===== config.mk =====
export PLATFORM = sky130hd
export DESIGN_NAME = rxq_stat_fifo
export DESIGN_NICKNAME = d
export VERILOG_FILES = /design/src/rtl/rxq_pkg.sv /design/src/rtl/rxq_ctrl.sv /design/src/rtl/rxq_store.sv /design/src/rtl/rxq_flags.sv /design/src/rtl/rxq_stat_fifo.sv
export SDC_FILE = /design/constraint.sdc
export NUM_CORES = 1
export LEC_CHECK = 0
export BUFFER_PORTS_ARGS = -buffer_cell sky130_fd_sc_hd__buf_2
export CORE_MARGIN = 2
export CORE_UTILIZATION = 45
export DETAILED_ROUTE_END_ITERATION = 10
export SLEW_MARGIN = 10
export SYNTH_ARGS = -nofsm -noshare
export SYNTH_HDL_FRONTEND = slang
export SYNTH_HIERARCHICAL = 1
export SYNTH_SLANG_ARGS = --single-unit
export TNS_END_PERCENT = 5

===== constraint.sdc =====
create_clock -name clk -period 3.77 [get_ports clk]
set_input_delay 0.5655 -clock clk [delete_from_list [all_inputs] [get_ports clk]]
set_output_delay 0.5655 -clock clk [all_outputs]
set_load 0.05 [all_outputs]

===== src/rtl/rxq_pkg.sv =====
package rxq_pkg;

    typedef enum logic [1:0] {
        TAG_MID     = 2'b00,
        TAG_HEAD    = 2'b01,
        TAG_END_OK  = 2'b10,
        TAG_END_BAD = 2'b11
    } rxq_tag_e;

    typedef struct packed {
        logic thresh;
        logic eop;
        logic abort;
        logic ovf;
    } rxq_flags_t;

endpackage


===== src/rtl/rxq_ctrl.sv =====
module rxq_ctrl
    import rxq_pkg::*;
#(
    parameter int DEPTH  = 19,
    parameter int THRESH = 15,
    parameter int IDX_W  = $clog2(DEPTH),
    parameter int CNT_W  = $clog2(DEPTH + 1)
) (
    input  logic             clk,
    input  logic             rst_n,
    input  logic             in_valid,
    input  logic             in_last,
    input  logic             in_fcs_bad,
    input  logic             in_abort,
    input  logic             rd_en,
    output logic             wr_en,
    output logic [IDX_W-1:0] wr_idx,
    output rxq_tag_e         wr_tag,
    output logic             fix_en,
    output logic [IDX_W-1:0] fix_idx,
    output logic [IDX_W-1:0] rd_idx,
    output logic [CNT_W-1:0] fill,
    output rxq_flags_t       events
);

    localparam logic [IDX_W-1:0] LAST_IDX = IDX_W'(DEPTH - 1);
    localparam logic [CNT_W-1:0] FULL_CNT = CNT_W'(DEPTH);
    localparam logic [CNT_W-1:0] THR_CNT  = CNT_W'(THRESH);

    typedef struct packed {
        logic [IDX_W-1:0] wr_ptr;
        logic [IDX_W-1:0] rd_ptr;
        logic [CNT_W-1:0] count;
        logic             open;
        logic             tail_open;
    } ctrl_st_t;

    ctrl_st_t st_d, st_q;

    logic             pop, full, take, drop;
    logic [CNT_W-1:0] left;

    function automatic logic [IDX_W-1:0] step_up(input logic [IDX_W-1:0] p);
        return (p == LAST_IDX) ? '0 : p + 1'b1;
    endfunction

    function automatic logic [IDX_W-1:0] step_dn(input logic [IDX_W-1:0] p);
        return (p == '0) ? LAST_IDX : p - 1'b1;
    endfunction

    always_comb begin
        st_d = st_q;
        pop  = rd_en && (st_q.count != '0);
        full = (st_q.count == FULL_CNT);
        take = in_valid && !in_abort && !full;
        drop = in_valid && !in_abort && full;
        left = st_q.count - CNT_W'(pop);

        if (in_last)
            wr_tag = in_fcs_bad ? TAG_END_BAD : TAG_END_OK;
        else
            wr_tag = st_q.open ? TAG_MID : TAG_HEAD;

        if (take) st_d.wr_ptr = step_up(st_q.wr_ptr);
        if (pop)  st_d.rd_ptr = step_up(st_q.rd_ptr);
        st_d.count = st_q.count + CNT_W'(take) - CNT_W'(pop);

        if (in_abort)
            st_d.open = 1'b0;
        else if (in_valid)
            st_d.open = !in_last;

        if (in_abort)
            st_d.tail_open = 1'b0;
        else if (in_valid && in_last)
            st_d.tail_open = 1'b0;
        else if (take)
            st_d.tail_open = 1'b1;

        fix_en  = in_abort && st_q.tail_open && (left != '0);
        fix_idx = step_dn(st_q.wr_ptr);

        events.thresh = (st_d.count >= THR_CNT);
        events.eop    = in_abort || (in_valid && in_last);
        events.abort  = in_abort;
        events.ovf    = drop;
    end

    always_ff @(posedge clk) begin
        if (!rst_n) st_q <= '0;
        else        st_q <= st_d;
    end

    assign wr_en  = take;
    assign wr_idx = st_q.wr_ptr;
    assign rd_idx = st_q.rd_ptr;
    assign fill   = st_q.count;

endmodule


===== src/rtl/rxq_store.sv =====
module rxq_store
    import rxq_pkg::*;
#(
    parameter int DEPTH  = 19,
    parameter int DATA_W = 8,
    parameter int IDX_W  = $clog2(DEPTH)
) (
    input  logic              clk,
    input  logic              rst_n,
    input  logic              wr_en,
    input  logic [IDX_W-1:0]  wr_idx,
    input  logic [DATA_W-1:0] wr_data,
    input  rxq_tag_e          wr_tag,
    input  logic              fix_en,
    input  logic [IDX_W-1:0]  fix_idx,
    input  logic [IDX_W-1:0]  rd_idx,
    output logic [DATA_W-1:0] rd_data,
    output logic [1:0]        rd_tag
);

    localparam int ENT_W = DATA_W + 2;

    logic [ENT_W-1:0] mem_d [DEPTH];
    logic [ENT_W-1:0] mem_q [DEPTH];

    always_comb begin
        for (int i = 0; i < DEPTH; i++) mem_d[i] = mem_q[i];
        if (wr_en)
            mem_d[wr_idx] = {wr_tag, wr_data};
        if (fix_en)
            mem_d[fix_idx][ENT_W-1:DATA_W] = TAG_END_BAD;
    end

    always_ff @(posedge clk) begin
        for (int i = 0; i < DEPTH; i++) begin
            if (!rst_n) mem_q[i] <= '0;
            else        mem_q[i] <= mem_d[i];
        end
    end

    assign rd_data = mem_q[rd_idx][DATA_W-1:0];
    assign rd_tag  = mem_q[rd_idx][ENT_W-1:DATA_W];

endmodule


===== src/rtl/rxq_flags.sv =====
module rxq_flags
    import rxq_pkg::*;
(
    input  logic       clk,
    input  logic       rst_n,
    input  logic       istat_rd,
    input  rxq_flags_t events,
    output rxq_flags_t flags
);

    rxq_flags_t flags_d, flags_q;

    always_comb begin
        flags_d = istat_rd ? '0 : flags_q;
        flags_d = flags_d | events;
    end

    always_ff @(posedge clk) begin
        if (!rst_n) flags_q <= '0;
        else        flags_q <= flags_d;
    end

    assign flags = flags_q;

endmodule


===== src/rtl/rxq_stat_fifo.sv =====
module rxq_stat_fifo
    import rxq_pkg::*;
#(
    parameter int DEPTH  = 19,
    parameter int THRESH = 15,
    parameter int DATA_W = 8,
    parameter int IDX_W  = $clog2(DEPTH),
    parameter int CNT_W  = $clog2(DEPTH + 1)
) (
    input  logic              clk,
    input  logic              rst_n,
    input  logic              in_valid,
    input  logic [DATA_W-1:0] in_data,
    input  logic              in_last,
    input  logic              in_fcs_bad,
    input  logic              in_abort,
    input  logic              rd_en,
    output logic [DATA_W-1:0] rd_data,
    output logic [1:0]        rd_tag,
    output logic              rd_valid,
    output logic [CNT_W-1:0]  fill,
    input  logic              istat_rd,
    output logic              flag_thresh,
    output logic              flag_eop,
    output logic              flag_abort,
    output logic              flag_ovf,
    output logic              irq
);

    logic             wr_en, fix_en;
    logic [IDX_W-1:0] wr_idx, fix_idx, rd_idx;
    rxq_tag_e         wr_tag;
    rxq_flags_t       events, flags;

    rxq_ctrl #(
        .DEPTH (DEPTH),
        .THRESH(THRESH),
        .IDX_W (IDX_W),
        .CNT_W (CNT_W)
    ) u_ctrl (
        .clk       (clk),
        .rst_n     (rst_n),
        .in_valid  (in_valid),
        .in_last   (in_last),
        .in_fcs_bad(in_fcs_bad),
        .in_abort  (in_abort),
        .rd_en     (rd_en),
        .wr_en     (wr_en),
        .wr_idx    (wr_idx),
        .wr_tag    (wr_tag),
        .fix_en    (fix_en),
        .fix_idx   (fix_idx),
        .rd_idx    (rd_idx),
        .fill      (fill),
        .events    (events)
    );

    rxq_store #(
        .DEPTH (DEPTH),
        .DATA_W(DATA_W),
        .IDX_W (IDX_W)
    ) u_store (
        .clk    (clk),
        .rst_n  (rst_n),
        .wr_en  (wr_en),
        .wr_idx (wr_idx),
        .wr_data(in_data),
        .wr_tag (wr_tag),
        .fix_en (fix_en),
        .fix_idx(fix_idx),
        .rd_idx (rd_idx),
        .rd_data(rd_data),
        .rd_tag (rd_tag)
    );

    rxq_flags u_flags (
        .clk     (clk),
        .rst_n   (rst_n),
        .istat_rd(istat_rd),
        .events  (events),
        .flags   (flags)
    );

    assign rd_valid    = (fill != '0);
    assign flag_thresh = flags.thresh;
    assign flag_eop    = flags.eop;
    assign flag_abort  = flags.abort;
    assign flag_ovf    = flags.ovf;
    assign irq         = |flags;

endmodule


==> results.py, run 1 <==
metrics = {
    "sta": {
        "worst_clock_skew_ns": 0.0203,
        "finalCriticalPeriod_ns": 3.52,
        "finalSetupTns_ns": 0,
        "setup_violations": 0,
        "worst_slew_pin_slew_ns": 0.902,
        "report.final.slew_viol_count": 0,
        "maxSlewHeadroom_pct": 39.9,
        "rsz0062_at_grt": "false",
        "fin_crit_sh_pct": 93.3,
        "hold_viol": 0,
        "fmax_mhz": 284,
    },
    "placement": {
        "hpwl_mm": 16.9,
        "place.gp.congestion": 0.792,
        "dp_cells": 1356,
        "io_buffers": 36,
    },
    "cells_and_area": {
        "syn2layout_area_growth_pct": 10.5,
        "final_cells": 1400,
        "final_nets": 1095,
        "layout_commonest_cell": "dfxtp_1",
        "final_cell_mix": "208 x dfxtp_1, 132 x nand2_1, 130 x mux2i_1",
        "diodes": 0,
        "nFillCells": 2182,
        "fin_util_pct": 50.3,
        "drive_above_1_share_pct": 14.6,
    },
    "pwr": {
        "p_switching_w": 0.00168,
        "intPower_w": 0.00417,
        "combPwrFrac_pct": 16.7,
        "switching_share_pct": 28.7,
        "ir_drop_uv": 423,
        "p_clk_share_pct": 41.5,
        "seq_power_share_pct": 41.7,
        "power.density_nw_per_um2": 498,
        "p_leak_nw": 4.37,
    },
    "routing": {
        "wl_per_cell_um": 19.2,
        "dr.pass1.iters": 5,
        "wl_met1_mm": 12.9,
        "via_per_inst": 5.48,
        "drc": 0,
        "ant_nets": 0,
        "highest_layer": "met4",
        "vias": 7673,
        "wl_met2_mm": 12.4,
        "wl_met3_mm": 1.00,
        "drt_iter0_drc": 535,
        "routed_wl_mm": 26.8,
    },
    "yosys": {
        "synth-edff-count": 0,
        "syn_area_per_cell_um2": 9.79,
        "synthAdderAreaFrac_pct": 1.84,
        "yosys-top-cells-area": "dfxtp_1 40%, mux2i_1 12%, a21boi_0 8.8%, mux4_2 5.1%, nor2b_1 4.8%",
        "synth_cells": 1084,
        "synth_seq_cells": 211,
        "synth-seq-area-share_pct": 39.8,
        "synth_cell_types": 51,
        "synthMuxAreaShare_pct": 22.5,
        "synth_top_family_by_area": "multiplexers",
        "synth_compound_area_share_pct": 12.0,
        "synth-simple-area-share_pct": 17.5,
        "synth_async_sr_flop_share_pct": 0,
        "syn-num-nets": 1115,
        "synth_top_area_share_pct": 39.8,
        "netlist_area_um2": 10600,
        "ys.warnings.count": 6,
        "synth_xor_area_share_pct": 0.495,
        "synthFlopType": "dfxtp_1",
        "yosysTopAreaCell": "dfxtp_1",
    },
    "cts": {
        "clock_latency_ns": 0.53,
        "root_buffer": "clkbuf_16",
        "cts_hold_buffers": 0,
        "cts_tree": "yes",
        "post_cts_resized": 0,
        "h-tree-depth": 1,
        "numCtsBuffers": 25,
        "numClockSinks": 211,
        "cts_setup_buffers": 0,
        "path_clk_slew_ns": 0.06,
        "cts.path.max_buffers": 3,
    },
    "global_route": {
        "antenna_found_initial": 0,
        "grtUsageTotal_pct": 22.0,
        "grt_max_degree": 100,
        "grt_overflow": 0,
        "grt_pass1_wl_mm": 42.7,
        "grt_pass1_vias": 7563,
    },
    "die": {
        "die_area_um2": 24800,
        "initial_core_util_pct": 45.5,
        "die_x_um": 158,
        "rows": 56,
        "core_um2": 23300,
        "die_height_um": 158,
        "io_pins": 37,
    },
    "run_status": {
        "status": "finished clean",
    },
    "setup_path": {
        "crit_arrival_ns": 2.95,
        "criticalPathCategory": "reg2out",
        "cp-start-kind": "register",
        "crit_fanout": 38,
        "cp-end-kind": "output pin",
        "crit_required_ns": 3.20,
    },
    "worst_hold_path": {
        "holdCritPathClass": "in2reg",
    },
    "job": {
        "cap_violations": 0,
    },
}
layer usage:
layer	vias up	track usage, %
met1	3721	30.8
met4	0	5.41
met5	-	0
met2	160	36.2
li1	3754	-
met3	38	2.63
power groups by stage:
stage               Clock, W  Combinational (W)  Sequential, W
CTS                  0.00248           0.000986        0.00244
global placement           0           0.000980        0.00249
finish               0.00243           0.000979        0.00244
global route         0.00256            0.00107        0.00245
detailed placement         0           0.000981        0.00249
floorplan                  0           0.000895        0.00240
metrics by stage:
| stage | setup slack (ns) | total power [W] | area (um^2) | hold WS, ns |
|---|---|---|---|---|
| floorplan | 0.758 | 0.00329 | 10600 | 0.433 |
| global placement | 0.777 | 0.00347 | 10900 | 0.447 |
| detailed placement | 0.769 | 0.00347 | 10900 | 0.456 |
| CTS | 0.213 | 0.00591 | 11700 | 0.295 |
| global route | 0.156 | 0.00608 | 11700 | 0.332 |
| finish | 0.253 | 0.00584 | 11700 | 0.320 |
cells in the mapped netlist (10+ instances only):
cell type  instances
dfxtp_1          211
nand2_1          132
mux2i_1          130
a21boi_0         124
nand3_1           92
nor2b_1           82
clkbuf_1          57
mux4_2            24
buf_2             21
buf_4             20
o21ai_0           20
mux4_1            16
inv_1             15
ha_1              14
nor2_1            12
mux2_2            11
a22oi_1           10
nor3b_1           10
final cells by class:
type | count | area (um^2) | area share [%]
Clock buffer | 35 | 733 | 6.25
Clock inverter | 9 | 98.8 | 0.842
Inverter | 15 | 56.3 | 0.480
Multi-Input combinational cell | 746 | 5810 | 49.5
Sequential cell | 211 | 4230 | 36.0
Tap cell | 319 | 399 | 3.40
Timing Repair Buffer | 65 | 413 | 3.52
kinds of logic (layout without fill, tap and decap cells):
| logic type | Yosys count | in the layout |
|---|---|---|
| adder cells (fa/ha/maj) | 15 | 15 |
| buffers and inverters | 127 | 124 |
| flip-flops | 211 | 211 |
| AND/OR/NAND/NOR | 364 | 364 |
| XOR/XNOR | 6 | 6 |
| multiplexers | 181 | 181 |
| AO/OA/AOI/OAI | 180 | 180 |
worst max-delay path: stages, from the launching register on:
cell	delay (ns)
dfxtp_4	0.81
mux4_1	0.65
mux2_2	0.32
a22oi_1	0.28
o21ai_1	0.14
buf_2	0.23
final timing paths:
| check | endpoint | cells after the start | slack [ns] | startpoint |
|---|---|---|---|---|
| worst min register to register | register | 2 | 0.46 | register |
| worst max-delay path | rd_data[5] | 5 | 0.25 | u_ctrl/rd_idx[0]$_SDFFE_PN0P_ |
| worst max register to register | u_store/mem_q[10][8]$_SDFF_PN0_ | 15 | 0.77 | u_ctrl/fill[2]$_SDFF_PN0_ |
| worst min-delay path | u_flags/flags[1]$_SDFF_PN0_ | 2 | 0.32 | in_abort |
(Power assumes the default switching activity.)
==> run 2, diff against run 1 <==
--- a/config.mk
+++ b/config.mk
@@ -6,9 +6,11 @@
 export NUM_CORES = 1
 export LEC_CHECK = 0
 export BUFFER_PORTS_ARGS = -buffer_cell sky130_fd_sc_hd__buf_2
+export CAP_MARGIN = 10
 export CORE_MARGIN = 2
 export CORE_UTILIZATION = 45
 export DETAILED_ROUTE_END_ITERATION = 10
+export PLACE_DENSITY = 0.73
 export SLEW_MARGIN = 10
 export SYNTH_ARGS = -nofsm -noshare
 export SYNTH_HDL_FRONTEND = slang
==> results.py, run 2 (same netlist as run 1, synthesis figures left out) <==
metrics = {
    "run_status": {
        "status": "finished clean",
    },
    "placement": {
        "place_area_um2": 10900,
        "hpwl_mm": 16.3,
        "io_buffers": 36,
        "dp_cells": 1352,
        "place.gp.congestion": 0.853,
    },
    "cells_and_area": {
        "syn2layout_area_growth_pct": 9.33,
        "multi_input_area_um2": 5800,
        "final_cell_mix": "208 x dfxtp_1, 132 x nand2_1, 130 x mux2i_1",
        "final_nets": 1089,
        "final_cells": 1393,
        "diodes": 0,
        "design_area_um2": 11600,
        "layout_commonest_cell": "dfxtp_1",
        "seq_area_um2": 4230,
        "nFillCells": 2155,
        "drive_above_1_share_pct": 13.8,
    },
    "cts": {
        "h-tree-depth": 1,
        "cts.path.max_buffers": 3,
        "cts_hold_buffers": 0,
        "numCtsBuffers": 23,
        "cts_setup_buffers": 0,
        "clock_latency_ns": 0.50,
        "post_cts_resized": 0,
        "cts_tree": "yes",
        "numClockSinks": 211,
        "root_buffer": "clkbuf_16",
        "path_clk_slew_ns": 0.06,
    },
    "die": {
        "rows": 56,
        "io_pins": 37,
        "die_height_um": 158,
        "core_um2": 23300,
        "initial_core_util_pct": 45.5,
        "die_x_um": 158,
        "die_area_um2": 24800,
    },
    "setup_path": {
        "path_buf_inv": 2,
        "reg2reg_from": "u_ctrl/fill[2]$_SDFF_PN0_",
        "path_depth": 6,
        "setup.worst_path.start": "u_ctrl/rd_idx[0]$_SDFFE_PN0P_",
        "path_delay_family": "flip-flops",
        "r2r-end": "u_store/mem_q[0][9]$_SDFF_PN0_",
        "critPathCapture": "rd_tag[0]",
        "crit_required_ns": 3.20,
        "ff2ff_setup_slack_ns": 0.44,
        "cp_slowest_cell": "dfxtp_4",
        "ff2ff_path_depth": 14,
        "cpPeakStageDelay_ns": 0.77,
        "cp-end-kind": "output pin",
        "worstPathCellList": "buf_4, mux4_2, mux2_2, a22oi_1, o21ai_0, buf_2",
        "crit_fanout": 37,
        "criticalPathCategory": "reg2out",
        "cp-start-kind": "register",
        "crit_arrival_ns": 2.96,
    },
    "pwr": {
        "finalPower_w": 0.00560,
        "ir_drop_uv": 333,
        "p_leak_nw": 4.30,
        "power.density_nw_per_um2": 483,
    },
    "global_route": {
        "grt_pass1_vias": 7519,
        "grtUsageTotal_pct": 20.6,
        "grt_overflow": 0,
        "grt_pass1_wl_mm": 40.7,
        "grt_max_degree": 138,
        "antenna_found_initial": 0,
    },
    "job": {
        "cap_violations": 0,
    },
    "sta": {
        "rsz0062_at_grt": "false",
        "finalSetupTns_ns": 0,
        "worst_slew_pin_slew_ns": 0.769,
        "report.final.slew_viol_count": 0,
        "setup_violations": 0,
        "finalCriticalPeriod_ns": 3.52,
        "hold_viol": 0,
        "fin_crit_sh_pct": 93.5,
        "worst_clock_skew_ns": 0.00669,
        "fmax_mhz": 284,
        "maxSlewHeadroom_pct": 48.6,
    },
    "routing": {
        "drc": 0,
        "routed_wl_mm": 25.4,
        "ant_nets": 0,
        "wl_per_cell_um": 18.3,
        "via_per_inst": 5.58,
        "dr.pass1.iters": 5,
        "vias": 7773,
        "drt_iter0_drc": 629,
    },
    "worst_hold_path": {
        "holdCritPathClass": "in2reg",
    },
}
## run 2: cell types whose count changed in the layout (fill, tap and decap cells not counted)
| cell | change |
|---|---|
| inv_6 | -1 |
| bufinv_16 | -1 |
| clkbuf_8 | -1 |
| clkbuf_1 | +2 |
| buf_4 | -4 |
| clkbuf_16 | -2 |
| o21ai_2 | -1 |
| o21ai_1 | +1 |
## run 2: worst min-delay path by stage
| stage | startpoint | to | cells after the start |
|---|---|---|---|
| after floorplan | u_ctrl/st_q[1]$_SDFFE_PP0P_ | u_ctrl/st_q[1]$_SDFFE_PP0P_ | 2 |
| after CTS | in_abort | u_flags/flags[1]$_SDFF_PN0_ | 2 |
| after global placement | register | register | 2 |
| after global routing | in_abort | u_flags/flags[1]$_SDFF_PN0_ | 2 |
| after detailed placement | register | register | 2 |
| final | in_abort | u_flags/flags[1]$_SDFF_PN0_ | 2 |
## run 2: report_power, final
part           internal [W]  leakage (nW)  total, W  switching, W
Combinational      0.000394          2.23  0.000990      0.000596
Sequential          0.00228          1.70   0.00242      0.000136
Clock               0.00131         0.370   0.00219      0.000889
Total               0.00398          4.30   0.00560       0.00162
## run 2: final cells by class
type	instances	share of cell area, %
Inverter	15	0.485
Multi-Input combinational cell	746	50.0
Sequential cell	211	36.4
Clock buffer	34	5.83
Clock inverter	7	0.517
Tap cell	319	3.44
Timing Repair Buffer	61	3.30
## run 2: per-layer routing
layer	wire [um]	global-route usage (%)
met5	0	0
met4	574	5.45
met3	1280	2.96
met2	11400	33.1
met1	12200	29.3
## run 2: stage by stage
step                      setup WS (ns)  hold WS (ns)  util [%]
after global routing             0.0188         0.335      49.8
after detailed placement          0.537         0.453      46.6
after floorplan                   0.758         0.433         -
after CTS                         0.190         0.321      49.8
after global placement            0.669         0.446      46.6
final                             0.245         0.335      49.8
==> run 3, diff against run 2 <==
--- a/config.mk
+++ b/config.mk
@@ -5,6 +5,7 @@
 export SDC_FILE = /design/constraint.sdc
 export NUM_CORES = 1
 export LEC_CHECK = 0
+export ABC_AREA = 1
 export BUFFER_PORTS_ARGS = -buffer_cell sky130_fd_sc_hd__buf_2
 export CAP_MARGIN = 10
 export CORE_MARGIN = 2
==> results.py, run 3 <==
metrics = {
    "run_status": {
        "status": "finished clean",
    },
    "cts": {
        "path_clk_slew_ns": 0.06,
        "h-tree-depth": 1,
        "numClockSinks": 211,
        "numCtsBuffers": 24,
        "root_buffer": "clkbuf_16",
        "cts_hold_buffers": 0,
        "cts_setup_buffers": 0,
        "cts_tree": "yes",
        "clock_latency_ns": 0.51,
        "post_cts_resized": 0,
        "cts.path.max_buffers": 3,
    },
    "die": {
        "die_area_um2": 24800,
        "io_pins": 37,
        "die_height_um": 158,
        "core_um2": 23300,
        "die_x_um": 158,
        "rows": 56,
        "initial_core_util_pct": 45.5,
    },
    "setup_path": {
        "ff2ff_setup_slack_ns": 0.68,
        "ff2ff_path_depth": 18,
        "cp-start-kind": "register",
        "criticalPathCategory": "reg2out",
        "cp_slowest_cell": "inv_2",
        "critPathCapture": "rd_tag[1]",
        "reg2reg_from": "u_ctrl/fill[2]$_SDFF_PN0_",
        "crit_required_ns": 3.20,
        "setup.worst_path.start": "u_ctrl/rd_idx[0]$_SDFFE_PN0P_",
        "crit_fanout": 41,
        "cp-end-kind": "output pin",
        "cpPeakStageDelay_ns": 0.59,
        "worstPathCellList": "inv_2, buf_4, buf_4, nand2_1, nand3_1, o211ai_1, nand2_1, buf_2",
        "crit_arrival_ns": 2.70,
        "r2r-end": "u_store/mem_q[14][9]$_SDFF_PN0_",
    },
    "global_route": {
        "grt_pass1_wl_mm": 46.1,
        "grtUsageTotal_pct": 22.9,
        "grt_max_degree": 188,
        "antenna_found_initial": 0,
        "grt_overflow": 0,
        "grt_pass1_vias": 9017,
    },
    "sta": {
        "fin_crit_sh_pct": 86.6,
        "finalCriticalPeriod_ns": 3.27,
        "worst_slew_pin_slew_ns": 0.938,
        "worst_clock_skew_ns": 0.00516,
        "setup_ws_ns": 0.505,
        "whs_ns": 0.318,
        "fmax_mhz": 306,
        "setup_violations": 0,
        "finalSetupTns_ns": 0,
        "maxSlewHeadroom_pct": 37.4,
        "hold_viol": 0,
        "rsz0062_at_grt": "false",
        "report.final.slew_viol_count": 0,
    },
    "cells_and_area": {
        "syn2layout_area_growth_pct": 9.27,
        "layout_commonest_cell": "nand2_1",
        "diodes": 0,
        "drive_above_1_share_pct": 7.02,
        "final_nets": 1612,
        "fin_util_pct": 49.7,
        "final_cell_mix": "342 x nand2_1, 230 x inv_1, 209 x dfxtp_1",
        "design_area_um2": 11600,
    },
    "placement": {
        "io_buffers": 36,
        "place_area_um2": 10800,
        "pre_cts_ws_ns": 0.767,
        "place.gp.congestion": 0.878,
        "hpwl_mm": 17.8,
    },
    "pwr": {
        "switching_share_pct": 36.5,
        "ir_drop_uv": 459,
        "p_switching_w": 0.00249,
        "seq_power_share_pct": 34.6,
        "power.density_nw_per_um2": 587,
        "combPwrFrac_pct": 30.3,
        "p_clk_share_pct": 35.1,
        "intPower_w": 0.00432,
        "p_leak_nw": 5.02,
    },
    "yosys": {
        "syn_area_per_cell_um2": 6.56,
        "synth-edff-count": 0,
        "synthFlopType": "dfxtp_1",
        "ys.warnings.count": 6,
        "synth-seq-area-share_pct": 39.8,
        "synth_seq_cells": 211,
        "synth_top_area_share_pct": 39.8,
        "synthTopCellsByCount": "342 x nand2_1, 231 x inv_1, 211 x dfxtp_1",
        "yosys-top-cells-area": "dfxtp_1 40%, nand2_1 12%, o21ai_0 8.8%, inv_1 8.2%, nand3_1 7.1%",
        "netlist_area_um2": 10600,
        "synth_cell_types": 35,
        "yosysTopAreaCell": "dfxtp_1",
        "syn-num-nets": 1649,
        "synth_async_sr_flop_share_pct": 0,
        "synth_cells": 1618,
        "synth_most_common_cell": "nand2_1",
    },
    "routing": {
        "via_per_inst": 5.30,
        "drc": 0,
        "drt_iter0_drc": 1064,
        "ant_nets": 0,
        "vias": 10200,
        "wl_met2_mm": 13.2,
        "dr.pass1.iters": 5,
        "wl_met1_mm": 13.0,
        "routed_wl_mm": 28.6,
        "wl_per_cell_um": 14.9,
        "highest_layer": "met4",
        "wl_met3_mm": 1.81,
    },
    "job": {
        "cap_violations": 0,
    },
    "worst_hold_path": {
        "holdCritPathClass": "in2reg",
    },
}
run 3: changes by cell type after synthesis, moves of 124 or more:
cell | previous run | this run
a21boi_0 | 124 | 0
a21oi_1 | 5 | 133
inv_1 | 15 | 231
mux2i_1 | 130 | 0
nand2_1 | 132 | 342
nor2_1 | 12 | 154
o21ai_0 | 20 | 186
run 3: power groups by stage:
stage / Clock, W / Combinational [W] / Sequential (W)
after floorplan: 0 / 0.00154 / 0.00241
after global routing: 0.00251 / 0.00225 / 0.00237
final: 0.00239 / 0.00206 / 0.00236
after detailed placement: 0 / 0.00202 / 0.00241
after CTS: 0.00243 / 0.00204 / 0.00236
after global placement: 0 / 0.00200 / 0.00240
run 3: area by class of cell:
class                      count  area, um^2
sequential                   211        4230
fill                        2359       11700
tap                          319         399
inverter                     238         893
timing repair buffer          50         300
clock inverter                 3        65.1
multi-input combinational   1056        4970
clock buffer                  38         744
run 3: cells by family (layout without fill, tap and decap cells):
kind of cell / count (synthesis) / after routing / synth area share, %
AOI/OAI and AO/OA: 356 / 356 / 17.5
buffers and inverters: 351 / 329 / 13.4
xor gates and xnor gates: 5 / 5 / 0.412
adders and majority gates: 15 / 15 / 1.84
and+or+nand+nor: 680 / 680 / 27.0
DFF: 211 / 211 / 39.8
run 3: critical path: cells and delay by family (launching register included):
family / cells / cell delay (ns)
flops: 1 / 0.36
simple gates: 3 / 0.28
buf+inv: 4 / 1.43
compound gates: 1 / 0.10
run 3: per-layer routing:
layer  global-route usage [%]  vias up
met1                     31.9     4734
met5                        0        -
met3                     3.26       46
met2                     37.4      327
met4                     5.71        0
li1                         -     5050
run 3: metrics by stage:
stage	total power (W)	instances
CTS	0.00682	1915
detailed placement	0.00443	1874
finish	0.00681	1915
floorplan	0.00395	1618
global placement	0.00440	1874
global route	0.00713	1915
run 3: worst min path at each step:
stage | depth (start not counted) | end | start | slack, ns
5_1_grt | 3 | u_flags/flags[1]$_SDFF_PN0_ | in_abort | 0.33
6_report | 3 | u_flags/flags[1]$_SDFF_PN0_ | in_abort | 0.32
2_1_floorplan | 2 | register | register | 0.43
4_1_cts | 4 | u_flags/flags[1]$_SDFF_PN0_ | istat_rd | 0.31
3_3_place_gp | 2 | register | register | 0.44
3_5_place_dp | 2 | register | register | 0.44
